[src/rtl/acq_seq_pkg.sv]
// Shared definitions for the acquisition trigger sequencer.
// Assumes a two-bit register address space.
package acq_seq_pkg;
    typedef enum logic [1:0] {
        REG_TRIG   = 2'd0,
        REG_CHAN   = 2'd1,
        REG_IRQSEL = 2'd2,
        REG_SOFT   = 2'd3
    } reg_addr_e;

    typedef enum logic [1:0] {
        SRC_SOFT  = 2'd0,
        SRC_PACER = 2'd1,
        SRC_EXT   = 2'd2
    } trig_src_e;

    localparam int CTRL_SCAN_BIT = 0;
    localparam int CTRL_PACE_BIT = 1;
    localparam int CTRL_EXT_BIT  = 2;
    localparam int CTRL_W        = 3;
    localparam int ISEL_W        = 2;
endpackage

[src/rtl/acq_trig_select.sv]
// Picks the active start source and gates it with converter busy.
// Assumes pacer_tick is a one-cycle pulse and ext_trig is a synchronous level.
module acq_trig_select
    import acq_seq_pkg::*;
(
    input  logic clk,
    input  logic rst_n,
    input  logic pace_sel,
    input  logic ext_sel,
    input  logic soft_pulse,
    input  logic pacer_tick,
    input  logic ext_trig,
    input  logic conv_busy,
    output logic fire,
    output logic ext_rise
);
    logic      ext_q;
    trig_src_e src;
    logic      cand;

    // Remembers the previous external level for edge detection.
    always_ff @(posedge clk) begin
        if (!rst_n) ext_q <= 1'b0;
        else        ext_q <= ext_trig;
    end

    assign ext_rise = ext_trig & ~ext_q;

    // Decodes the source; external wins over pacer.
    always_comb begin
        if (ext_sel)       src = SRC_EXT;
        else if (pace_sel) src = SRC_PACER;
        else               src = SRC_SOFT;
    end

    // Selects the candidate request from the chosen source.
    always_comb begin
        case (src)
            SRC_EXT:   cand = ext_rise;
            SRC_PACER: cand = pacer_tick;
            default:   cand = soft_pulse;
        endcase
    end

    assign fire = cand & ~conv_busy;
endmodule

[src/rtl/acq_scan_ctr.sv]
// Channel sequencer: counts 0..limit in scan mode, else passes the fixed channel.
// Assumes clear has priority over advance.
module acq_scan_ctr #(
    parameter int CHAN_W = 4
) (
    input  logic              clk,
    input  logic              rst_n,
    input  logic              scan_en,
    input  logic [CHAN_W-1:0] limit,
    input  logic              clear,
    input  logic              advance,
    output logic [CHAN_W-1:0] chan_now,
    output logic [CHAN_W-1:0] cnt_o
);
    logic [CHAN_W-1:0] cnt;

    // Steps the scan counter on each accepted start, wrapping after limit.
    always_ff @(posedge clk) begin
        if (!rst_n)                  cnt <= '0;
        else if (clear)              cnt <= '0;
        else if (advance && scan_en) cnt <= (cnt >= limit) ? '0 : cnt + 1'b1;
    end

    assign chan_now = scan_en ? cnt : limit;
    assign cnt_o    = cnt;
endmodule

[src/rtl/acq_irq_route.sv]
// Routes converter and trigger events onto two registered interrupt pulses.
// Assumes conv_done and pacer_tick are one-cycle pulses.
module acq_irq_route
    import acq_seq_pkg::*;
(
    input  logic              clk,
    input  logic              rst_n,
    input  logic [ISEL_W-1:0] isel,
    input  logic              conv_done,
    input  logic              fifo_half,
    input  logic              pacer_tick,
    input  logic              ext_rise,
    output logic              irq_a,
    output logic              irq_b
);
    logic half_q;

    // Registers the half-full level for edge detection.
    always_ff @(posedge clk) begin
        if (!rst_n) half_q <= 1'b0;
        else        half_q <= fifo_half;
    end

    // Registers the selected event of each line.
    always_ff @(posedge clk) begin
        if (!rst_n) begin
            irq_a <= 1'b0;
            irq_b <= 1'b0;
        end else begin
            irq_a <= isel[0] ? (fifo_half & ~half_q) : conv_done;
            irq_b <= isel[1] ? ext_rise : pacer_tick;
        end
    end
endmodule

[src/rtl/acq_trigger_seq.sv]
// Top: host registers, start-source selection, channel sequencing, interrupt routing.
// Assumes synchronous host writes and synchronous trigger inputs.
module acq_trigger_seq
    import acq_seq_pkg::*;
#(
    parameter int DATA_W = 8,
    parameter int CHAN_W = 4
) (
    input  logic              clk,
    input  logic              rst_n,
    input  logic              wr_en,
    input  logic [1:0]        wr_addr,
    input  logic [DATA_W-1:0] wr_data,
    input  logic              pacer_tick,
    input  logic              ext_trig,
    input  logic              conv_busy,
    input  logic              conv_done,
    input  logic              fifo_half,
    output logic              conv_start,
    output logic [CHAN_W-1:0] conv_chan,
    output logic              irq_a,
    output logic              irq_b
);
    logic [CTRL_W-1:0] ctrl_q;
    logic [CHAN_W-1:0] lim_q;
    logic [ISEL_W-1:0] isel_q;
    logic              soft_wr;
    logic              chan_wr;
    logic              fire;
    logic              ext_rise;
    logic [CHAN_W-1:0] chan_now;
    logic [CHAN_W-1:0] scan_cnt;

    assign soft_wr = wr_en && (wr_addr == REG_SOFT);
    assign chan_wr = wr_en && (wr_addr == REG_CHAN);

    // Holds the host-written control, channel and interrupt-select registers.
    always_ff @(posedge clk) begin
        if (!rst_n) begin
            ctrl_q <= '0;
            lim_q  <= '0;
            isel_q <= '0;
        end else if (wr_en) begin
            case (wr_addr)
                REG_TRIG:   ctrl_q <= wr_data[CTRL_W-1:0];
                REG_CHAN:   lim_q  <= wr_data[CHAN_W-1:0];
                REG_IRQSEL: isel_q <= wr_data[ISEL_W-1:0];
                default:    ;
            endcase
        end
    end

    acq_trig_select u_sel (
        .clk        (clk),
        .rst_n      (rst_n),
        .pace_sel   (ctrl_q[CTRL_PACE_BIT]),
        .ext_sel    (ctrl_q[CTRL_EXT_BIT]),
        .soft_pulse (soft_wr),
        .pacer_tick (pacer_tick),
        .ext_trig   (ext_trig),
        .conv_busy  (conv_busy),
        .fire       (fire),
        .ext_rise   (ext_rise)
    );

    acq_scan_ctr #(.CHAN_W(CHAN_W)) u_scan (
        .clk      (clk),
        .rst_n    (rst_n),
        .scan_en  (ctrl_q[CTRL_SCAN_BIT]),
        .limit    (lim_q),
        .clear    (chan_wr),
        .advance  (fire),
        .chan_now (chan_now),
        .cnt_o    (scan_cnt)
    );

    acq_irq_route u_irq (
        .clk        (clk),
        .rst_n      (rst_n),
        .isel       (isel_q),
        .conv_done  (conv_done),
        .fifo_half  (fifo_half),
        .pacer_tick (pacer_tick),
        .ext_rise   (ext_rise),
        .irq_a      (irq_a),
        .irq_b      (irq_b)
    );

    // Issues the start strobe and latches the channel it samples.
    always_ff @(posedge clk) begin
        if (!rst_n) begin
            conv_start <= 1'b0;
            conv_chan  <= '0;
        end else begin
            conv_start <= fire;
            if (fire) conv_chan <= chan_now;
        end
    end
endmodule

[config.mk]
export PLATFORM = sky130hd
export DESIGN_NAME = acq_trigger_seq
export DESIGN_NICKNAME = d
export VERILOG_FILES = /design/src/rtl/acq_seq_pkg.sv /design/src/rtl/acq_trig_select.sv /design/src/rtl/acq_scan_ctr.sv /design/src/rtl/acq_irq_route.sv /design/src/rtl/acq_trigger_seq.sv
export SDC_FILE = /design/constraint.sdc
export NUM_CORES = 1
export LEC_CHECK = 0
export BUFFER_PORTS_ARGS = -buffer_cell sky130_fd_sc_hd__buf_4
export CORE_MARGIN = 1
export CORE_UTILIZATION = 30
export CTS_CLUSTER_DIAMETER = 50
export DETAILED_ROUTE_END_ITERATION = 10
export GPL_ROUTABILITY_DRIVEN = 0
export PLACE_DENSITY = 0.61
export SLEW_MARGIN = 30
export SYNTH_ARGS = -nofsm -noshare
export SYNTH_HDL_FRONTEND = slang
export SYNTH_SLANG_ARGS = --single-unit
[constraint.sdc]
create_clock -name clk -period 1.6 [get_ports clk]
set_input_delay 0.08 -clock clk [delete_from_list [all_inputs] [get_ports clk]]
set_output_delay 0.08 -clock clk [all_outputs]
set_load 0.005 [all_outputs]
* Word-level counts from Yosys, hierarchy flattened *
Cells that the tools add are included.
W data, S select, Z words.

cells by class
  add/subtract/negate cells = 1
  multipliers = 0
  divide/modulo/power cells = 0
  $lt $le $gt $ge = 1
  equality and inequality tests = 5
  shift-type cells = 0
  muxes and demuxes = 7
  bitwise logic cells = 7
  reductions and logical operators = 8

operators by type and width
  operator               number
  $mux W4                2
  $eq A2 B2 Y1 const B   3
  $reduce_and A2 Y1      3
  $add A4 B1 Y4 const B  1
  $eq A2 B1 Y1 const B   2
  $ge A4 B4 Y1           1
  $not A1 Y1             4
  $and A1 B1 Y1          3
  $logic_and A1 B1 Y1    3
  $mux W1                3
  $logic_not A2 Y1       1
  $mux W2                1
  $pmux W1 S2            1
  $reduce_or A2 Y1       1

word-level totals
  flip-flop bits (word level) = 22
  latch bits = 0
  memory bits (writable) = 0
  ROM bits = 0
  bits of input ports = 18
  output and inout bits = 7
  logic and storage cells = 39
  memories kept = 0

* Longest topological paths before layout *
  word-level depth = 6
  gate-level depth with buffers = 6
  depth with buffers taken out = 6

* Hierarchy *
Synthesis repeated with hierarchy kept, for this count alone.

unflattened totals
  cell total of the unflattened synthesis = 116
  area, all modules = 1,104.8 µm²

by module, submodules not included
  module           instances  cells an instance  area each (µm²)  seq. area each (µm²)
  acq_trigger_seq  1          53                 556.8            280.3
  acq_scan_ctr     1          47                 374.1            80.1
  acq_irq_route    1          9                  100.1            60.1
  acq_trig_select  1          7                  73.8             20.0

* Worst setup path after synthesis *
OpenSTA, ideal clock, no wires.

  path kind = flip-flop to flip-flop
  start = register u_sel.ext_q
  end = register u_scan.cnt[2] (netlist: u_scan.cnt_o[2])
  library setup time = 0.095 ns
  arrival = 1.468 ns
  data required time = 1.505 ns
  slack = 0.036 ns
  stages on the path, launching flop included = 5
  path buffers = 0
  period minus slack after synthesis = 1.564 ns
  cells stage by stage = dfxtp_1 -> nand2b_1 -> a2111o_1 -> or3_1 -> a221oi_1

on the way
  word-level cells in the longest chain between the ends = 5

ends and longest elaborated chain
  what                    RTL line               source
  start, declared         acq_trig_select.sv:17  logic ext_q;
  start signal, assigned  acq_trig_select.sv:24  else ext_q <= ext_trig;
  $not A1 Y1              acq_trig_select.sv:27  assign ext_rise = ext_trig & ~ext_q;
  $and A1 B1 Y1           acq_trig_select.sv:27
  $pmux W1 S2             acq_trig_select.sv:38  case (src)
  $and A1 B1 Y1           acq_trig_select.sv:45  assign fire = cand & ~conv_busy;
  $logic_and A1 B1 Y1     acq_scan_ctr.sv:21     else if (advance && scan_en) cnt <= (cnt >= limit) ? '0 : cnt + 1'b1;
  end signal, assigned    acq_scan_ctr.sv:21
  end, declared           acq_scan_ctr.sv:15     logic [CHAN_W-1:0] cnt;

Every way passes these cells.
A chain may end at the register's enable or synchronous reset.

* Final worst setup path *
  start = register ctrl_q[2]
  end = register u_scan.cnt[2] (netlist: u_scan.cnt_o[2])

on the way
  word-level cells in the longest chain between the ends = 5
  elaborated cells on any way between the ends = 6
  those cells by class = 2 x eq/ne; 2 x mux; 1 x bitwise; 1 x reduce/logical

ends and longest elaborated chain
  what                                                 RTL line               source
  start, declared                                      acq_trigger_seq.sv:24  logic [CTRL_W-1:0] ctrl_q;
  start signal, assigned                               acq_trigger_seq.sv:45  REG_TRIG: ctrl_q <= wr_data[CTRL_W-1:0];
  $mux W2 *                                            acq_trig_select.sv:31  if (ext_sel) src = SRC_EXT;
  $eq A2 B1 Y1 / $eq A2 B2 Y1 (equally long branches)  acq_trig_select.sv:38
  $pmux W1 S2 *                                        acq_trig_select.sv:38
  $and A1 B1 Y1 *                                      acq_trig_select.sv:45
  $logic_and A1 B1 Y1 *                                acq_scan_ctr.sv:21

Mark *: on every way between the ends. The rest lies on a longest branch, timed or not.

==> qor.log <==
[outcome] outcome finished clean
[drt] First DRT Iteration DRCs 8
[logic_synthesis] post-synthesis cell type count 27
[logic_synthesis] fraction of the mapped netlist area in compound gates 17.49%
[sta] final count of pins violating max slew 0
[clock_tree] Clock Path Buffers 2
[clock_tree] later-pin clock latency in the skew report 0.30 ns
[sta] final-layout setup total negative slack 0 ns
[logic_synthesis] count of synthesis-stage warnings from yosys 0
[drt] post-detailed-routing wire length 2.155 mm
[power] reported leakage power 0.0006150 uW
[worst_setup_path] number of cells on the worst reg-to-reg path 4
[worst_setup_path] Arrival @ worst endpoint 1.82 ns
[drt] via-per-instance ratio 4.765
[place] DP Wirelength 1.586 mm
[sta] transition at the pin with the smallest max-transition slack 0.3645 ns
[finish] total inserted antenna cells 0
[logic_synthesis] share of cell area taken by muxes after synthesis 9.852%
[logic_synthesis] cell types occupying the most area after synthesis dfxtp_1, mux2i_1, ha_1
[place] setup slack at placement -0.08032 ns
[floorplan] Std-Cell Core Area 0.003128 mm2
[worst_setup_path] Startpoint Class flop
[hold_path] class of the tightest hold or removal check in2reg
[drt] final routed DRC violation total 0
[logic_synthesis] top-area cell type share of the netlist area 43.35%
[place] buffers added on ports 20
[worst_setup_path] category of the worst setup path capture point flop
[sta] post-layout worst setup margin 0.007916 ns
[finish] most frequent cells in the layout buf_4, dfxtp_1, mux2i_1
[logic_synthesis] combinational family with the most area after synthesis simple AND/OR/NAND/NOR gates
[floorplan] count of boundary I/O pins 25
[clock_tree] clock slew at reported path FFs 0.13 ns
[worst_setup_path] Req. time, crit path 1.83 ns
[sta] fmax 628.1 MHz
[clock_tree] number of clock sinks 22
[logic_synthesis] cell accounting for the most synthesized area dfxtp_1
[finish] layout net count 163
[finish] final standard cell count with taps included and fillers excluded 183
[logic_synthesis] parity-gate share of the synthesized area counting xor and xnor cells 0%
[drt] DRT Pass-1 Iters 2
[worst_setup_path] crit path max-delay cell type a2111o_1
[drt] ANT nets after route 0
[sta] final setup fails 0
[logic_synthesis] post-synthesis area per instance 9.676 um2
[sta] time the final worst path needs with I/O delays and setup 1.592 ns
[sta] final-report hold violation count 0
[drt] total number of vias 872
[place] count of placed standard cells including taps 172
[finish] Fill cells 299
[logic_synthesis] synthesized-area fraction occupied by and/or/nand/nor cells 18.97%
[logic_synthesis] nets in the synthesized netlist 128
[clock_tree] number of clock buffers inserted by TritonCTS 3
[worst_setup_path] cell breakdown of the critical path buf_6, a2111o_1, or3_1, a221oi_2
[global_routing] wire length of the first global-routing pass 3.857 mm
[global_routing] number of global-route vias before repair 820
[power] worst ir drop on vdd 0.3964 mV
[sta] worst clock skew on the final layout 0.004119 ns
[clock_tree] clock tree from TritonCTS yes
[logic_synthesis] Post-Synthesis Cell Area 0.001016 mm2
[finish] layout overhead on the synthesized area 38.55%
[worst_setup_path] critical setup path kind reg2reg
[drt] wire length per cell after detailed routing 11.78 um
[floorplan] DIE AREA 0.003623 mm2
[place] instance area at placement 0.001264 mm2
[clock_tree] number of H-tree levels 1
[worst_setup_path] slowest stage delay, CP 0.45 ns
[floorplan] die boundary width 60.20 um
[logic_synthesis] post-synthesis share of cell area spent on full adders, half adders and majority gates 6.158%
[global_routing] combined global-route utilization of all metal layers 14.14%
[global_routing] pin count of the biggest net entering global routing 20
[run] MaxCap Viol Count 0
[logic_synthesis] portion of the post-synthesis area used by sequential elements 43.35%
[power] PD cells 738.9 mW/mm2
[worst_setup_path] CP max FO 4
[floorplan] die height 60.20 um
[sta] RSZ-0062 raised after global routing true
[hold_path] number of cells traversed by the worst hold path 3
[sta] post-route fraction of the period consumed by the critical path 99.51%
[power] total power draw 1040 uW
[floorplan] number of placement rows 20
[logic_synthesis] register bit total from synthesis 22
[sta] headroom to the max-slew limit 75.53%
[clock_tree] library cell used as clock root buffer clkbuf_4
[global_routing] antenna violations before repair 0
[floorplan] Initial Utilization 32.48%
[finish] proportion of layout cells with a drive suffix above 1 32.37%
[finish] post-route cell area 0.001408 mm2
[logic_synthesis] synthesized instance count 105
[finish] most common library cell in the layout ignoring fill and taps buf_4
[global_routing] GRT overflow 0
-- kinds of logic after synthesis --
logic type	after synthesis
AO/OA/AOI/OAI	23
AND/OR/NAND/NOR	34
flip-flops	22
multiplexers	10
adder cells (fa/ha/maj)	5
buffers and inverters	11
-- synthesized netlist by cell type --
master	instances
a2111o_1	1
a2111oi_0	1
a211oi_1	1
a21oi_1	1
a221oi_1	4
a311oi_1	1
and2_1	5
buf_2	1
clkbuf_1	3
dfxtp_1	22
ha_1	5
inv_1	7
mux2i_1	10
nand2_1	7
nand2b_1	2
nand3_1	2
nand3b_1	2
nand4_1	1
nor2_1	2
nor2b_1	9
nor3b_1	2
o211a_1	4
o211ai_1	3
o21ai_0	5
o21bai_1	1
o22ai_1	1
or3_1	2
-- worst max-delay path, delay by kind of cell, from the launching register on --
family / cells / cell delay [ns]
compound gates: 2 / 0.66
simple gates: 1 / 0.38
flops: 1 / 0.37
buf+inv: 1 / 0.11
-- through the flow --
| stage | utilization [%] | hold WS [ns] |
|---|---|---|
| floorplan | - | 0.2073 |
| global placement | 40.40 | 0.2972 |
| detailed placement | 40.40 | 0.3077 |
| CTS | 43.64 | 0.01580 |
| global route | 45.00 | 0.02656 |
| finish | 45.00 | 0.02100 |
-- sequential cells by signal, indices dropped and copies added, names as in the netlist --
register and flops:
u_sel.ext_q 1, u_irq.irq_b 1, isel_q 2, ctrl_q 3, u_irq.irq_a 1, lim_q 4, conv_chan 4, u_scan.cnt_o 4
conv_start 1, u_irq.half_q 1
-- where the power goes --
part | internal [uW] | switching [uW] | leakage (uW)
Clock | 139 | 170 | 0.0000210
Sequential | 567 | 10.3 | 0.000180
Combinational | 87.6 | 65.8 | 0.000414
Total | 794 | 246 | 0.000615
-- routing by layer --
metal / global-route usage (%) / up-vias / wire length [um]
li1: - / 451 / -
met1: 18.30 / 409 / 1053
met2: 23.08 / 10 / 1047
met3: 0.8658 / 2 / 26
met4: 7.973 / 0 / 27
met5: 0 / - / 0
-- path summary, 6_finish.rpt --
path / startpoint / to / slack [ns]
min: wr_data[3] / lim_q[3]$_SDFFE_PN0P_ / 0.02
max reg2reg: ctrl_q[2]$_SDFFE_PN0P_ / u_scan.cnt_o[2]$_SDFFE_PP0P_ / 0.008
max: ctrl_q[2]$_SDFFE_PN0P_ / u_scan.cnt_o[2]$_SDFFE_PP0P_ / 0.008
min reg2reg: conv_chan[2]$_SDFFE_PN0P_ / conv_chan[2]$_SDFFE_PN0P_ / 0.52
-- final cells by class --
class,instances,area [um2],area share (%)
multi-input cells,72,581.8,41.33
flip-flops and latches,22,444.2,31.56
well taps,44,55.05,3.911
clock buffers,4,36.28,2.578
repair buffers,34,264.0,18.76
inverters,7,26.28,1.867
-- what timing repair did --
action,CTS,global route
gates resized for setup,6,5
setup buffers,2,3
pin swaps,3,6
hold buffers,2,0
setup endpoints to repair,3,5
endpoints found under the hold margin,2,0
cloned,0,0
No activity file was read; power rests on OpenSTA's default activity.
